--- config.mk ---
export PLATFORM = sky130hd
export DESIGN_NAME = acq_seq_ctrl
export DESIGN_NICKNAME = d
export VERILOG_FILES = /design/src/rtl/acq_seq_pkg.sv /design/src/rtl/acq_edge_bus.sv /design/src/rtl/acq_trig_pick.sv /design/src/rtl/acq_pacer.sv /design/src/rtl/acq_seq_fsm.sv /design/src/rtl/acq_seq_ctrl.sv
export SDC_FILE = /design/constraint.sdc
export NUM_CORES = 1
export LEC_CHECK = 0
export ABC_AREA = 1
export CAP_MARGIN = 0
export CORE_MARGIN = 3
export CORE_UTILIZATION = 45
export DETAILED_ROUTE_END_ITERATION = 6
export PLACE_DENSITY = 0.71
export SLEW_MARGIN = 0
export SYNTH_ARGS = -nofsm -noshare
export SYNTH_HDL_FRONTEND = slang
export SYNTH_SLANG_ARGS = --single-unit
--- constraint.sdc ---
create_clock -name clk -period 3.7 [get_ports clk]
set_input_delay 0.555 -clock clk [delete_from_list [all_inputs] [get_ports clk]]
set_output_delay 0.555 -clock clk [all_outputs]
set_load 0.05 [all_outputs]
--- src/rtl/acq_seq_pkg.sv ---
`timescale 1ns/1ps
package acq_seq_pkg;

  localparam logic [3:0] MODE_RESET  = 4'h0;
  localparam logic [3:0] MODE_PAUSE  = 4'h1;
  localparam logic [3:0] MODE_SINGLE = 4'h2;
  localparam logic [3:0] MODE_REARM  = 4'h3;
  localparam logic [3:0] MODE_UNINIT = 4'h4;

  typedef enum logic [3:0] {
    ST_STOPPED = 4'h0,
    ST_PRE     = 4'h1,
    ST_WAIT    = 4'h2,
    ST_RUN     = 4'h3,
    ST_POST    = 4'h4,
    ST_REARM   = 4'h5,
    ST_DONE    = 4'h7,
    ST_UNINIT  = 4'h8,
    ST_INIT    = 4'h9
  } status_e;

  // Pacer fires on the edge that finds the phase counter at the divider.
  function automatic logic pace_hit(input logic [31:0] phase, input logic [31:0] div);
    return phase >= div;
  endfunction

  // True when the sample now being taken is the last one of a fill.
  function automatic logic fill_last(input logic [31:0] taken, input logic [31:0] limit);
    return (taken + 32'd1) >= limit;
  endfunction

  // First state of a capture pass.
  function automatic status_e entry_state(input logic pre_nonzero);
    return pre_nonzero ? ST_PRE : ST_WAIT;
  endfunction

  // State a finished capture settles in.
  function automatic status_e end_state(input logic rearm);
    return rearm ? ST_REARM : ST_DONE;
  endfunction

endpackage

--- src/rtl/acq_edge_bus.sv ---
`timescale 1ns/1ps
module acq_edge_bus #(
  parameter int W = 16
) (
  input  logic         clk,
  input  logic         rst_n,
  input  logic [W-1:0] bus_i,
  output logic [W-1:0] rise_o
);
  logic [W-1:0] prev_q;

  always_ff @(posedge clk or negedge rst_n) begin
    if (!rst_n) prev_q <= '0;
    else        prev_q <= bus_i;
  end

  assign rise_o = bus_i & ~prev_q;
endmodule

--- src/rtl/acq_trig_pick.sv ---
`timescale 1ns/1ps
module acq_trig_pick #(
  parameter int W     = 16,
  parameter int SEL_W = 4
) (
  input  logic [W-1:0]     rise_i,
  input  logic [SEL_W-1:0] sel_i,
  output logic             evt_o
);
  assign evt_o = rise_i[sel_i];
endmodule

--- src/rtl/acq_pacer.sv ---
`timescale 1ns/1ps
module acq_pacer #(
  parameter int DIV_W = 16
) (
  input  logic             clk,
  input  logic             rst_n,
  input  logic             src_edge_i,
  input  logic             run_i,
  input  logic             clear_i,
  input  logic [DIV_W-1:0] div_i,
  output logic             tick_o
);
  import acq_seq_pkg::*;

  logic [DIV_W-1:0] phase_q;
  logic             step;

  assign step   = run_i && src_edge_i;
  assign tick_o = step && pace_hit(32'(phase_q), 32'(div_i));

  always_ff @(posedge clk or negedge rst_n) begin
    if (!rst_n)       phase_q <= '0;
    else if (clear_i) phase_q <= '0;
    else if (tick_o)  phase_q <= '0;
    else if (step)    phase_q <= phase_q + 1'b1;
  end
endmodule

--- src/rtl/acq_seq_fsm.sv ---
`timescale 1ns/1ps
module acq_seq_fsm #(
  parameter int CNT_W = 16
) (
  input  logic             clk,
  input  logic             rst_n,
  input  logic [3:0]       mode_i,
  input  logic             init_required_i,
  input  logic             init_done_i,
  input  logic             start_i,
  input  logic             stop_i,
  input  logic             tick_i,
  input  logic             fifo_empty_i,
  input  logic [CNT_W-1:0] pre_count_i,
  input  logic [CNT_W-1:0] post_count_i,
  output logic [3:0]       status_o,
  output logic             sample_en_o,
  output logic             init_req_o,
  output logic             pacer_run_o,
  output logic             pacer_clr_o
);
  import acq_seq_pkg::*;

  status_e          seq_q, seq_d, status_c;
  logic [CNT_W-1:0] cnt_q, cnt_d;
  logic             init_ok_q;
  logic             uninit_mode, pause_mode, go_mode, rearm_mode;
  logic             ready, flush, pre_nz, post_nz, capture_state;

  assign uninit_mode = (mode_i == MODE_UNINIT);
  assign pause_mode  = (mode_i == MODE_PAUSE);
  assign rearm_mode  = (mode_i == MODE_REARM);
  assign go_mode     = (mode_i == MODE_SINGLE) || rearm_mode;
  assign pre_nz      = (pre_count_i != '0);
  assign post_nz     = (post_count_i != '0);

  assign ready      = !init_required_i || init_ok_q;
  assign init_req_o = !uninit_mode && init_required_i && !init_ok_q;
  assign flush      = !ready || !(go_mode || pause_mode);

  always_ff @(posedge clk or negedge rst_n) begin
    if (!rst_n)                       init_ok_q <= 1'b0;
    else if (uninit_mode)             init_ok_q <= 1'b0;
    else if (init_req_o && init_done_i) init_ok_q <= 1'b1;
  end

  always_comb begin
    capture_state = 1'b0;
    case (seq_q)
      ST_PRE, ST_RUN, ST_POST: capture_state = 1'b1;
      ST_WAIT:                 capture_state = pre_nz;
      default:                 capture_state = 1'b0;
    endcase
  end

  assign pacer_run_o = go_mode && ready && capture_state;
  assign pacer_clr_o = !pacer_run_o && !(pause_mode && ready);
  assign sample_en_o = pacer_run_o;

  always_comb begin
    seq_d = seq_q;
    cnt_d = cnt_q;
    if (flush) begin
      seq_d = ST_STOPPED;
      cnt_d = '0;
    end else if (go_mode) begin
      case (seq_q)
        ST_STOPPED: begin
          seq_d = entry_state(pre_nz);
          cnt_d = '0;
        end
        ST_PRE: if (tick_i) begin
          if (fill_last(32'(cnt_q), 32'(pre_count_i))) begin
            seq_d = ST_WAIT;
            cnt_d = '0;
          end else begin
            cnt_d = cnt_q + 1'b1;
          end
        end
        ST_WAIT: if (start_i) seq_d = ST_RUN;
        ST_RUN: if (stop_i) begin
          seq_d = post_nz ? ST_POST : end_state(rearm_mode);
          cnt_d = '0;
        end
        ST_POST: if (tick_i) begin
          if (fill_last(32'(cnt_q), 32'(post_count_i))) begin
            seq_d = end_state(rearm_mode);
            cnt_d = '0;
          end else begin
            cnt_d = cnt_q + 1'b1;
          end
        end
        ST_REARM: begin
          if (!rearm_mode) begin
            seq_d = ST_DONE;
          end else if (fifo_empty_i) begin
            seq_d = entry_state(pre_nz);
            cnt_d = '0;
          end
        end
        ST_DONE: seq_d = ST_DONE;
        default: begin
          seq_d = ST_STOPPED;
          cnt_d = '0;
        end
      endcase
    end
  end

  always_ff @(posedge clk or negedge rst_n) begin
    if (!rst_n) begin
      seq_q <= ST_STOPPED;
      cnt_q <= '0;
    end else begin
      seq_q <= seq_d;
      cnt_q <= cnt_d;
    end
  end

  always_comb begin
    if (uninit_mode)  status_c = init_required_i ? ST_UNINIT : ST_STOPPED;
    else if (!ready)  status_c = ST_INIT;
    else if (flush)   status_c = ST_STOPPED;
    else              status_c = seq_q;
  end

  assign status_o = status_c;
endmodule

--- src/rtl/acq_seq_ctrl.sv ---
`timescale 1ns/1ps
module acq_seq_ctrl #(
  parameter int TRIG_W = 16,
  parameter int DIV_W  = 16,
  parameter int CNT_W  = 16,
  localparam int SEL_W = $clog2(TRIG_W)
) (
  input  logic              clk,
  input  logic              rst_n,
  input  logic [3:0]        mode_i,
  input  logic              init_required_i,
  input  logic              init_done_i,
  input  logic [TRIG_W-1:0] trig_bus_i,
  input  logic [SEL_W-1:0]  src_sel_i,
  input  logic [SEL_W-1:0]  start_sel_i,
  input  logic [SEL_W-1:0]  stop_sel_i,
  input  logic [DIV_W-1:0]  pace_div_i,
  input  logic [CNT_W-1:0]  pre_count_i,
  input  logic [CNT_W-1:0]  post_count_i,
  input  logic              fifo_empty_i,
  output logic [3:0]        status_o,
  output logic              sample_en_o,
  output logic              sample_stb_o,
  output logic              init_req_o
);
  localparam int N_PICK = 3;

  logic [TRIG_W-1:0] rise;
  logic [SEL_W-1:0]  pick_sel [N_PICK];
  logic [N_PICK-1:0] pick_evt;
  logic              src_edge, start_evt, stop_evt;
  logic              pace_tick, pacer_run, pacer_clr;

  acq_edge_bus #(.W(TRIG_W)) u_edges (
    .clk    (clk),
    .rst_n  (rst_n),
    .bus_i  (trig_bus_i),
    .rise_o (rise)
  );

  assign pick_sel[0] = src_sel_i;
  assign pick_sel[1] = start_sel_i;
  assign pick_sel[2] = stop_sel_i;

  for (genvar g = 0; g < N_PICK; g++) begin : g_pick
    acq_trig_pick #(.W(TRIG_W), .SEL_W(SEL_W)) u_pick (
      .rise_i (rise),
      .sel_i  (pick_sel[g]),
      .evt_o  (pick_evt[g])
    );
  end

  assign src_edge  = pick_evt[0];
  assign start_evt = pick_evt[1];
  assign stop_evt  = pick_evt[2];

  acq_pacer #(.DIV_W(DIV_W)) u_pacer (
    .clk        (clk),
    .rst_n      (rst_n),
    .src_edge_i (src_edge),
    .run_i      (pacer_run),
    .clear_i    (pacer_clr),
    .div_i      (pace_div_i),
    .tick_o     (pace_tick)
  );

  acq_seq_fsm #(.CNT_W(CNT_W)) u_fsm (
    .clk             (clk),
    .rst_n           (rst_n),
    .mode_i          (mode_i),
    .init_required_i (init_required_i),
    .init_done_i     (init_done_i),
    .start_i         (start_evt),
    .stop_i          (stop_evt),
    .tick_i          (pace_tick),
    .fifo_empty_i    (fifo_empty_i),
    .pre_count_i     (pre_count_i),
    .post_count_i    (post_count_i),
    .status_o        (status_o),
    .sample_en_o     (sample_en_o),
    .init_req_o      (init_req_o),
    .pacer_run_o     (pacer_run),
    .pacer_clr_o     (pacer_clr)
  );

  assign sample_stb_o = pace_tick;
endmodule

==> results.py <==
metrics = {
    "place": {
        "gp_congestion": 0.961,
        "place_area_mm2": 0.00585,
        "port-buffer-count": 91,
        "pre_cts_slack_ps": 535,
        "hpwl_um": 10400,
    },
    "global_route": {
        "first_global_vias": 4604,
        "grt_first_pass_wirelength_um": 20700,
        "antenna_found_initial": 0,
        "gr-usage-all-layers_pct": 21.5,
        "grt_max_degree": 33,
        "grt_overflow": 0,
    },
    "power_and_ir_drop": {
        "p_int_uw": 869,
        "powerDensity_mw_per_mm2": 205,
        "seqPwrFrac_pct": 48.0,
        "worst_ir_drop_vdd_mv": 0.141,
        "power.total_uw": 1220,
        "clockPowerShare_pct": 27.9,
        "p_leak_uw": 0.00316,
        "p_sw_share_pct": 28.8,
        "switchingPower_uw": 351,
        "p_comb_share_pct": 24.1,
    },
    "worst_setup_path": {
        "cp-endpoint": "u_fsm.seq_q[0]$_DFFE_PN0P_",
        "crit_type": "register to register",
        "cp.depth": 20,
        "critical_path.slowest_cell": "dfrtp_1",
        "arrival_ps": 3450,
        "r2r_end": "u_fsm.seq_q[0]$_DFFE_PN0P_",
        "cp_cell_sequence": "nand3_1 -> nor2_1 -> nand2_1 -> nor2_1 -> nand4_1 -> o21bai_1 -> o21ai_0 -> inv_1 -> ha_1 -> a21oi_1 -> nor2_1 -> o21ai_0 -> nand3b_1 -> nor2_1 -> nand2_1 -> nand2_2 -> nor2_2 -> nand3_1 -> nand2_1 -> nand2_1",
        "cp_slowest_stage_delay_ps": 450,
        "critPathRequiredTime_ps": 3950,
        "r2r-start": "u_fsm.cnt_q[0]$_DFFE_PN0P_",
        "critPathBufInv": 1,
        "crit_fanout": 17,
        "crit_path_start": "u_fsm.cnt_q[0]$_DFFE_PN0P_",
        "crit_path_end_kind": "register",
        "critical-path-top-delay-family": "simple AND/OR/NAND/NOR gates",
        "rrSetupSlack_ps": 500,
        "r2r_cells": 20,
        "start_kind": "register",
    },
    "yosys": {
        "yosys-top-cells-area": "dfrtp_1 (27%), nand2_1 (14%), ha_1 (13%)",
        "avgSynthCellArea_um2": 6.67,
        "synth_cell_types": 36,
        "yosys_warnings": 0,
        "synth_top_cell_area_share_pct": 26.9,
        "synth_seq_cells": 52,
        "ys_seq_area_share_pct": 26.9,
        "synth_largest_area_cell": "dfrtp_1",
        "synth_cells": 725,
        "netlist_area_mm2": 0.00484,
        "syn_nets": 860,
    },
    "clocking": {
        "cts_tree": "built",
        "ctsHtreeMaxLevel": 2,
        "cts_sinks": 52,
        "root_buffer": "clkbuf_8",
        "cts_setup_buffers": 0,
        "clk_latency_ps": 310,
        "clk_pin_slew_ps": 100,
        "cts_resized": 0,
        "ctsLongestPathBuffers": 2,
        "holdBufCountCts": 0,
        "cts-buffers-inserted": 5,
    },
    "sta": {
        "timing.fmax_ghz": 0.313,
        "period_share_pct": 86.4,
        "setup_violations": 0,
        "fin_ws_ps": 503,
        "hold_viol": 0,
        "skew_ps": 13.0,
        "rsz0062_at_grt": "no",
        "layout_min_cycle_time_ps": 3200,
        "fin_hold_ws_ps": 267,
        "tightest_slew_ps": 658,
        "finalSetupTns_ps": 0,
        "drv_slew": 0,
        "maxSlewHeadroom_pct": 56.2,
    },
    "routing": {
        "routed_wl_um": 12400,
        "num_vias": 4752,
        "vias_per_cell": 5.00,
        "drt-initial-drc-count": 287,
        "wl_per_cell_um": 13.0,
        "first_pass_iters": 5,
        "ant_nets": 0,
        "drc_errors": 0,
    },
    "finish": {
        "n_antenna_cell": 0,
        "area_growth_syn_to_layout_pct": 22.9,
        "drive_above_1_share_pct": 7.48,
        "final_nets": 949,
        "final_area_mm2": 0.00594,
    },
    "hold_path": {
        "min_path_type": "input pin to async pin",
    },
    "die": {
        "dieWidth_um": 110,
        "initial_core_util_pct": 46.6,
        "ios": 92,
        "core_area_mm2": 0.0104,
        "fp.dieArea_mm2": 0.0120,
        "num_rows": 37,
        "die_h_um": 110,
    },
    "run": {
        "maxCapViolCount": 0,
    },
    "outcome": {
        "status": "completed",
    },
}
-- placed cells by master, fill, tap and decap left out, drive strengths merged --
cell type / instances
nand2: 195
inv: 142
clkdlybuf4s50: 88
nand3: 81
nor2: 70
dfrtp: 52
ha: 50
o21ai: 34
a21oi: 21
nor3: 19
xor2: 16
nand4: 14
clkbuf: 6
buf: 5
nand3b: 4
xnor2: 3
nor4: 2
clkinv: 2
o21bai: 2
o21a: 2
a31oi: 2
a31o: 1
o31ai: 1
a21boi: 1
nor3b: 1
o22ai: 1
-- cell families after synthesis --
| family | after synthesis | synth area share (%) |
|---|---|---|
| and+or+nand+nor | 386 | 35.4 |
| buffers and inverters | 153 | 12.6 |
| AOI/OAI and AO/OA | 65 | 8.75 |
| xor gates and xnor gates | 19 | 3.44 |
| adders and majority gates | 50 | 12.9 |
| DFF | 52 | 26.9 |
-- cells in the mapped netlist --
cell      count
nand3_1      81
xnor2_1       3
nand2_4       2
nand2_1     176
clkbuf_1      1
buf_2         6
o31ai_1       1
o21ai_2      16
o21ai_1       2
inv_2         4
clkinv_2      1
o21a_1        2
a21oi_2       1
xor2_1       16
nor2_2        3
nand3b_1      4
nand4_1      14
nor2_1       66
nand2_2      17
nor3_1       18
nor4_1        2
buf_4         1
a31oi_1       2
a21boi_4      1
dfrtp_1      52
nor3_2        1
o21bai_1      2
buf_6         3
nor2_4        1
nor3b_1       1
ha_1         50
a31o_2        1
o22ai_1       1
inv_1       137
o21ai_0      16
a21oi_1      20
-- flip-flops by register name (all words and copies together) (netlist names) --
name and cells:
u_fsm.seq_q 3, u_fsm.cnt_q 16, u_edges.prev_q 16, u_fsm.init_ok_q 1, u_pacer.phase_q 16
-- power groups by stage --
stage	registers [uW]	clock network, uW	logic [uW]
3_3_place_gp	597	0	290
4_1_cts	586	353	296
3_5_place_dp	597	0	294
5_1_grt	588	378	331
6_report	586	340	294
2_1_floorplan	596	0	145
-- routing by layer --
layer	vias up	wire (um)	GRT usage (%)
li1	2474	-	-
met1	2138	5510	27.9
met2	125	5930	37.5
met3	15	755	3.17
met4	0	204	5.79
met5	-	0	0
-- layout make-up --
| cell class | count | area [um^2] |
|---|---|---|
| Clock buffer | 6 | 82.6 |
| Clock inverter | 2 | 13.8 |
| Fill cell | 1021 | 4430 |
| Inverter | 142 | 534 |
| Multi-Input combinational cell | 520 | 2930 |
| Sequential cell | 52 | 1300 |
| Tap cell | 136 | 170 |
| Timing Repair Buffer | 93 | 916 |
-- worst min-delay path by stage --
stage,startpoint,endpoint,slack (ps),depth (start not counted)
3_5_place_dp,u_fsm.cnt_q[8]$_DFFE_PN0P_,u_fsm.cnt_q[8]$_DFFE_PN0P_,510,2
6_report,rst_n,u_edges.prev_q[0]$_DFF_PN0_,270,1
4_1_cts,rst_n,u_fsm.cnt_q[0]$_DFFE_PN0P_,280,1
2_1_floorplan,rst_n,u_edges.prev_q[0]$_DFF_PN0_,260,0
3_3_place_gp,u_fsm.cnt_q[8]$_DFFE_PN0P_,u_fsm.cnt_q[8]$_DFFE_PN0P_,490,2
5_1_grt,rst_n,u_fsm.cnt_q[6]$_DFFE_PN0P_,300,1
-- through the flow --
| stage | util (%) | cells |
|---|---|---|
| 2_1_floorplan | - | 725 |
| 3_3_place_gp | 56.4 | 943 |
| 3_5_place_dp | 56.4 | 943 |
| 4_1_cts | 57.3 | 951 |
| 5_1_grt | 57.3 | 951 |
| 6_report | 57.3 | 951 |
Note: power is estimated with default switching activity, not from simulation.
